`src/rtl/fpm_pkg.sv`:
```
package fpm_pkg;
    localparam int EXP_W  = 8;
    localparam int FRAC_W = 23;
    localparam int SIG_W  = FRAC_W + 1;
    localparam int PROD_W = 2 * SIG_W;
    localparam int WORD_W = 1 + EXP_W + FRAC_W;
    localparam int XW     = EXP_W + 2;
    localparam int BIAS   = (1 << (EXP_W - 1)) - 1;
    localparam int EXP_MAX = (1 << EXP_W) - 1;
    localparam logic [WORD_W-1:0] QNAN_WORD = {1'b0, {EXP_W{1'b1}}, 1'b1, {(FRAC_W-1){1'b0}}};

    typedef enum logic [1:0] {
        CLS_ZERO = 2'd0,
        CLS_NORM = 2'd1,
        CLS_INF  = 2'd2,
        CLS_NAN  = 2'd3
    } fpm_cls_e;

    typedef struct packed {
        logic              sgn;
        logic [EXP_W-1:0]  exp;
        logic [SIG_W-1:0]  sig;
        fpm_cls_e          cls;
    } fpm_opnd_t;

    typedef struct packed {
        logic [WORD_W-1:0] word;
        logic              inv;
        logic              ovf;
        logic              unf;
    } fpm_res_t;

    function automatic logic [WORD_W-1:0] fpm_pack(input logic s,
                                                   input logic [EXP_W-1:0] e,
                                                   input logic [FRAC_W-1:0] f);
        return {s, e, f};
    endfunction
endpackage

```
`src/rtl/fpm_unpack.sv`:
```
module fpm_unpack
    import fpm_pkg::*;
(
    input  logic [WORD_W-1:0] word,
    output fpm_opnd_t         opnd
);
    logic [EXP_W-1:0]  e;
    logic [FRAC_W-1:0] f;

    assign e = word[WORD_W-2 -: EXP_W];
    assign f = word[FRAC_W-1:0];

    always_comb begin
        opnd.sgn = word[WORD_W-1];
        opnd.exp = e;
        opnd.sig = {1'b1, f};
        if (e == '0) begin
            opnd.cls = CLS_ZERO;
            opnd.sig = '0;
        end else if (e == EXP_W'(EXP_MAX)) begin
            opnd.cls = (f == '0) ? CLS_INF : CLS_NAN;
        end else begin
            opnd.cls = CLS_NORM;
        end
    end
endmodule

```
`src/rtl/fpm_sig_round.sv`:
```
module fpm_sig_round
    import fpm_pkg::*;
(
    input  logic [SIG_W-1:0]     sig_a,
    input  logic [SIG_W-1:0]     sig_b,
    input  logic [EXP_W-1:0]     exp_a,
    input  logic [EXP_W-1:0]     exp_b,
    output logic [FRAC_W-1:0]    frac,
    output logic signed [XW-1:0] exp_out
);
    logic [PROD_W-1:0] prod;
    logic              hi;
    logic [SIG_W-1:0]  keep;
    logic              guard;
    logic              sticky;
    logic              up;
    logic [SIG_W:0]    rnd;
    logic signed [XW-1:0] exp_sum;

    assign prod = PROD_W'(sig_a) * PROD_W'(sig_b);
    assign hi   = prod[PROD_W-1];

    always_comb begin
        if (hi) begin
            keep   = prod[PROD_W-1 -: SIG_W];
            guard  = prod[PROD_W-SIG_W-1];
            sticky = |prod[PROD_W-SIG_W-2:0];
        end else begin
            keep   = prod[PROD_W-2 -: SIG_W];
            guard  = prod[PROD_W-SIG_W-2];
            sticky = |prod[PROD_W-SIG_W-3:0];
        end
    end

    assign up  = guard & (sticky | keep[0]);
    assign rnd = {1'b0, keep} + (SIG_W+1)'(up);

    assign exp_sum = $signed({2'b00, exp_a}) + $signed({2'b00, exp_b}) - XW'(BIAS);
    assign exp_out = exp_sum + $signed({{(XW-1){1'b0}}, hi}) + $signed({{(XW-1){1'b0}}, rnd[SIG_W]});
    assign frac    = rnd[FRAC_W-1:0];
endmodule

```
`src/rtl/fpm_resolve.sv`:
```
module fpm_resolve
    import fpm_pkg::*;
(
    input  fpm_opnd_t            a,
    input  fpm_opnd_t            b,
    input  logic [FRAC_W-1:0]    frac,
    input  logic signed [XW-1:0] exp_in,
    output fpm_res_t             res
);
    logic sgn;
    logic any_nan, any_inf, any_zero;

    assign sgn      = a.sgn ^ b.sgn;
    assign any_nan  = (a.cls == CLS_NAN)  || (b.cls == CLS_NAN);
    assign any_inf  = (a.cls == CLS_INF)  || (b.cls == CLS_INF);
    assign any_zero = (a.cls == CLS_ZERO) || (b.cls == CLS_ZERO);

    always_comb begin
        res = '0;
        if (any_nan || (any_inf && any_zero)) begin
            res.word = QNAN_WORD;
            res.inv  = 1'b1;
        end else if (any_inf) begin
            res.word = fpm_pack(sgn, EXP_W'(EXP_MAX), '0);
        end else if (any_zero) begin
            res.word = fpm_pack(sgn, '0, '0);
        end else if (exp_in >= XW'(EXP_MAX)) begin
            res.word = fpm_pack(sgn, EXP_W'(EXP_MAX), '0);
            res.ovf  = 1'b1;
        end else if (exp_in[XW-1] || exp_in == '0) begin
            res.word = fpm_pack(sgn, '0, '0);
            res.unf  = 1'b1;
        end else begin
            res.word = fpm_pack(sgn, exp_in[EXP_W-1:0], frac);
        end
    end
endmodule

```
`src/rtl/fpm_mul32.sv`:
```
module fpm_mul32
    import fpm_pkg::*;
(
    input  logic              clk,
    input  logic              rst,
    input  logic              in_valid,
    input  logic [WORD_W-1:0] op_a,
    input  logic [WORD_W-1:0] op_b,
    output logic              res_valid,
    output logic [WORD_W-1:0] res_word,
    output logic              flag_inv,
    output logic              flag_ovf,
    output logic              flag_unf
);
    fpm_opnd_t            opnd [2];
    logic [WORD_W-1:0]    words [2];
    logic [FRAC_W-1:0]    frac;
    logic signed [XW-1:0] exp_r;
    fpm_res_t             comb_res;
    fpm_res_t             res_q;

    assign words[0] = op_a;
    assign words[1] = op_b;

    for (genvar i = 0; i < 2; i++) begin : g_unpack
        fpm_unpack u_unpack (.word(words[i]), .opnd(opnd[i]));
    end

    fpm_sig_round u_round (
        .sig_a  (opnd[0].sig),
        .sig_b  (opnd[1].sig),
        .exp_a  (opnd[0].exp),
        .exp_b  (opnd[1].exp),
        .frac   (frac),
        .exp_out(exp_r)
    );

    fpm_resolve u_resolve (
        .a     (opnd[0]),
        .b     (opnd[1]),
        .frac  (frac),
        .exp_in(exp_r),
        .res   (comb_res)
    );

    always_ff @(posedge clk) begin
        if (rst) begin
            res_valid <= 1'b0;
            res_q     <= '0;
        end else begin
            res_valid <= in_valid;
            if (in_valid) res_q <= comb_res;
        end
    end

    assign res_word = res_q.word;
    assign flag_inv = res_q.inv;
    assign flag_ovf = res_q.ovf;
    assign flag_unf = res_q.unf;
endmodule

```
`config.mk`:
```
export PLATFORM = sky130hd
export DESIGN_NAME = fpm_mul32
export DESIGN_NICKNAME = d
export VERILOG_FILES = /design/src/rtl/fpm_pkg.sv /design/src/rtl/fpm_unpack.sv /design/src/rtl/fpm_sig_round.sv /design/src/rtl/fpm_resolve.sv /design/src/rtl/fpm_mul32.sv
export SDC_FILE = /design/constraint.sdc
export NUM_CORES = 2
export LEC_CHECK = 0
export BUFFER_PORTS_ARGS = -buffer_cell sky130_fd_sc_hd__buf_2
export CAP_MARGIN = 20
export CORE_UTILIZATION = 37
export CTS_CLUSTER_DIAMETER = 60
export DETAILED_ROUTE_END_ITERATION = 10
export PLACE_DENSITY = 0.64
export SETUP_SLACK_MARGIN = 0.05
export SLEW_MARGIN = 20
export SYNTH_ARGS = -nofsm -noshare
export SYNTH_HDL_FRONTEND = slang
export SYNTH_SLANG_ARGS = --single-unit
```
`constraint.sdc`:
```
create_clock -name clk -period 13.4 [get_ports clk]
set_input_delay 1.34 -clock clk [delete_from_list [all_inputs] [get_ports clk]]
set_output_delay 1.34 -clock clk [all_outputs]
set_load 0.01 [all_outputs]
```
* Yosys cells after proc, flatten, opt, wreduce, memory -nomap -nowiden
Cells that the tools add are included.
Word-level totals: bits in registers 36, input port bits 67, output and inout port bits 36
Cells by class: $add $sub $neg 5, multipliers 1, order comparisons 1, equality and inequality tests 6, multiplexer cells 23, bitwise operators 3, reduce and logical (&&, ||, !) cells 15
Operator list (count):
- $mux 31 | 4
- $mux 24 | 3
- $mul 24x24->48 | 1
- $logic_not 23->1 | 2
- $mux 32 | 1
- $add 24x1->25 | 1
- $reduce_or 23->1 | 1
- $reduce_or 22->1 | 1
- $add 10x2->10 | 2
- $eq 8x8->1 const B | 2
- $logic_not 8->1 | 2
- $mux 2 | 7
- $ge 10x9->1 const B | 1
- $logic_not 10->1 | 1
- $sub 10x8->10 const B | 1
- $add 8x8->9 | 1
- $eq 2x2->1 const B | 4
- $mux 1 | 8
- $logic_or 1x1->1 | 5
- $logic_not 2->1 | 2
- $and 1x1->1 | 1
- $logic_and 1x1->1 | 1
- $or 1x1->1 | 1
- $xor 1x1->1 | 1

* Logic depth before layout (Yosys ltp)
depth after elaboration 16, mapped depth 56, depth with buffers taken out 49

* Hierarchy
Synthesis repeated with hierarchy kept, for this count alone.
Second synthesis, totals: cell total of the unflattened synthesis 2780, area total of the unflattened synthesis 23483.8 sq um
By module, submodules not included:
- fpm_sig_round | instances 1, cells each 2501, area each 21102.7 sq um
- fpm_mul32 | instances 1, cells each 115, area each 1297.5 sq um
- fpm_unpack | instances 2, cells each 50, area each 315.3 sq um
- fpm_resolve | instances 1, cells each 64, area each 452.9 sq um

* Least setup slack after synthesis
OpenSTA, ideal clock, no wires.
kind in2reg, start point input port op_b[28], end point register res_q, in the netlist res_word[21], library setup time 0.120 ns, arrival 13.510 ns, data required time 13.280 ns, setup slack -0.229 ns, stages on the path 53, path through or4_1 > nor2_1 > a21oi_1 > clkbuf_1 > clkbuf_1 > clkbuf_1 > and3_1 > fa_1 > fa_1 > inv_1 > fa_1 > inv_1 > fa_1 > inv_1 > fa_1 > inv_1 > fa_1 > inv_1 > (+17 left out) > nor4b_1 > o2111a_1 > o2111ai_1 > nor4b_1 > o211a_1 > ha_1 > inv_1 > fa_1 > nor2_1 > nand3_1 > o21ai_0 > a31oi_1 > a41o_1 > clkbuf_1 > nand4_1 > clkbuf_1 > inv_1 > a211o_1
On the way: cells in the longest elaborated chain, start to end 16
RTL lines:
- from (decl) | line fpm_mul32.sv:8 | input logic [WORD_W-1:0] op_b,
- branches (longest 15 deep; another with $mul 24x24->48)
- $mux 32 * | line fpm_resolve.sv:20 | if (any_nan || (any_inf && any_zero)) begin
- to (signal assigned) | line fpm_mul32.sv:52 | if (in_valid) res_q <= comb_res;
- to (decl) | line fpm_mul32.sv:20 | fpm_res_t res_q;
Mark *: on every way between the ends. A chain may end at the register's enable or synchronous reset.

* Worst setup path after layout
start point input port op_b[28], end point register res_q, in the netlist res_word[4]
Same word-level chain as after synthesis.

==> qor.csv <==
stage,metric,value,unit
critical_path,worstSetupStartpointType,primary input,
drt,antenna_left,0,
critical_path,startpoint,op_b[28],
final_layout,drive_gt1_share,9.31,%
floorplan,die_x,250,microns
global_routing,grt_usage,22.6,%
critical_path,critPathTopFamily,adder cells,
synthesis,synth_compound_area_share,8.13,%
final_layout,final_cells,3578,
critical_path,path_depth,49,
critical_path,critPathMaxStageDelay,0.63,ns
global_routing,gr-max-usage-layer,met2,
synthesis,yosys_warnings,0,
critical_path,critical_path.endpoint,res_word[4],
placed_design,io_buffer_count,102,
drt,wl,68900,microns
floorplan,fp.coreArea,60600,sq um
sta,tightest_slew,1.07,ns
worst_hold_path,holdPathStages,2,
placed_design,dp_hpwl,55300,microns
synthesis,synth_fp_nets,3478,
critical_path,critPathMostFrequentCell,fa_1,
sta,fin_skew,0,ns
synthesis,synth-edff-count,0,
global_routing,use_met3,5.34,%
drt,drc_errors,0,
final_layout,nNetsFinal,3529,
synthesis,ys_ff_latch,36,
drt,drt_pass1_iterations,6,
floorplan,start_util,37.7,%
synthesis,synth_cell_types,83,
sta,post-route-period-util,95.5,%
synthesis,synth_xor_area_share,2.61,%
critical_path,cp.arrival,12.95,ns
drt,vias,19300,
cts,cts_buffers,5,
final_layout,final_cell_mix,"584 x inv_1, 483 x fa_1, 351 x nand2_1",
synthesis,syn_inst,2740,
run,drv_cap,0,
floorplan,num_rows,90,
placed_design,finalWeightedCongestion,0.901,
sta,max_freq,0.0782,GHz
global_routing,grt.met1_usage,33.1,%
synthesis,synth.avg_cell_area,8.33,sq um
synthesis,async_reset_ff_share,0,%
critical_path,required,13.56,ns
synthesis,synth.cell_area,22800,sq um
synthesis,synthMuxAreaShare,0.428,%
global_routing,grt_pass1_vias,19800,
critical_path,cp_slowest_cell,fa_1,
synthesis,synth_flop_cell,dfxtp_1,
worst_hold_path,hold_path.startpoint,res_word[19],
synthesis,synth_simple_gate_area_share,20.4,%
synthesis,ys_seq_area_share,3.16,%
global_routing,grt_max_degree,50,
synthesis,synth_top_area_share,42.5,%
synthesis,yosys-top-cells-area,"fa_1 42%, ha_1 10%, inv_1 9.6%",
placed_design,dp_cells,3555,
drt,drt_first_iter_violations,1660,
final_layout,mostFrequentLayoutCell,inv_1,
cts,root_buffer,clkbuf_16,
critical_path,rr_worst_depth,2,
global_routing,grt_util_met2,34.0,%
synthesis,synth_top_cell_by_area,fa_1,
sta,slew_viol_final,0,
cts,path_clk_slew,0.06,ns
final_layout,syn2layout_area_growth,8.77,%
critical_path,r2r_setup_slack,12.59,ns
global_routing,overflow,0,
critical_path,r2r-start,res_word[21],
floorplan,dieArea,62700,sq um
synthesis,synthAdderAreaFrac,52.7,%
run_status,status,"complete, no violations",
sta,rsz0062_at_grt,false,
floorplan,boundaryPins,103,
final_layout,final_util,41.0,%
drt,post_drt_wl_per_cell,19.3,microns
global_routing,grt_pass1_wl,112000,microns
sta,period_needed,12.79,ns
critical_path,crit_path_max_fanout,16,
cts,clk_latency,0.28,ns
sta,maxSlewHeadroom,27.5,%
sta,final-hold-violation-count,0,
critical_path,worstSetupEndpointType,register,
worst_hold_path,hold_class,reg -> reg,
cts,cts_htree_levels,2,
floorplan,die_y,250,microns
cts,clock_path_buffers,2,
cts,cts_sinks,36,
sta,finalSetupViolations,0,
synthesis,synth_top_family_by_area,adder cells,
global_routing,antenna_found_initial,6,
critical_path,path_buf_inv,9,
drt,via_per_inst,5.39,
critical_path,rr_endpoint,res_word[21],
critical_path,path_class,in -> reg,
cts,cts_tree,built,
flip-flops by register name, indices dropped and copies added (netlist names):
register,cells
flag_unf,1
flag_ovf,1
res_valid,1
res_word,32
flag_inv,1
synth_stat cells, types with 7 or more instances:
cell type and number:
a21o_1 19, o21ai_0 51, buf_2 14, clkbuf_1 156
or3_1 7, xor2_1 24, nor2_1 80, fa_1 484
ha_1 187, inv_1 584, a21oi_1 70, dfxtp_1 36
a211oi_1 11, o21a_1 9, nor4_1 15, nand3_1 58
o22ai_1 9, nand4_1 24, o21ai_1 7, xnor2_1 44
and2_1 39, a31oi_1 10, nor3_1 28, nand2_1 352
o211ai_1 13, and3_1 267
cell families (layout without fill, tap and decap cells):
group,after synthesis,in the layout
buffers and inverters,759,811
multiplexers,9,9
AO/OA/AOI/OAI,276,276
XOR/XNOR,68,68
flip-flops,36,36
other,0,4
adder cells (fa/ha/maj),671,671
AND/OR/NAND/NOR,921,921
area by class of cell:
cell class                 count  area (sq um)
fill                        6158         35800
clock buffer                   6           129
multi-input combinational   1945         19300
antenna                        4          10.0
sequential                    36           721
tap                          782           978
clock inverter                 2          35.0
inverter                     584          2190
timing repair buffer         219          1430
how the worst min path moves through the flow:
stage / end / slack, ns
2_1_floorplan: res_word[19] / 0.47
3_3_place_gp: res_word[5] / 0.43
3_5_place_dp: flag_inv / 0.44
4_1_cts: res_word[17] / 0.45
5_1_grt: flag_inv / 0.47
6_report: res_word[19] / 0.45
metal layers:
layer | wire length, microns | vias up | share of wire (%)
met5 | 56 | - | 0.081
met4 | 1310 | 8 | 1.9
met3 | 7250 | 108 | 11
met2 | 29400 | 869 | 43
met1 | 30900 | 9580 | 45
li1 | - | 8713 | -
tightest hold or removal path, cell delays in order, from the launching register on:
cell and delay [ns]:
dfxtp_1 0.30, nand2_1 0.05, o21ai_1 0.05
stage by stage:
stage	setup TNS (ns)	setup slack [ns]	instance area (sq um)	hold WS, ns
2_1_floorplan	0	0.0986	22800	0.470
3_3_place_gp	0	0.0364	24500	0.435
3_5_place_dp	-0.800	-0.105	24500	0.439
4_1_cts	0	0.135	24600	0.453
5_1_grt	0	0.00793	24800	0.469
6_report	0	0.608	24800	0.445
timing repair:
item,in CTS,in global routing
resized for setup,0,19
buffers inserted,0,8
endpoints found under the setup margin,0,33
hold buffers,0,0
Power is not shown: default switching activity piles up to over one toggle a cycle in this logic, so the estimate is an artifact.
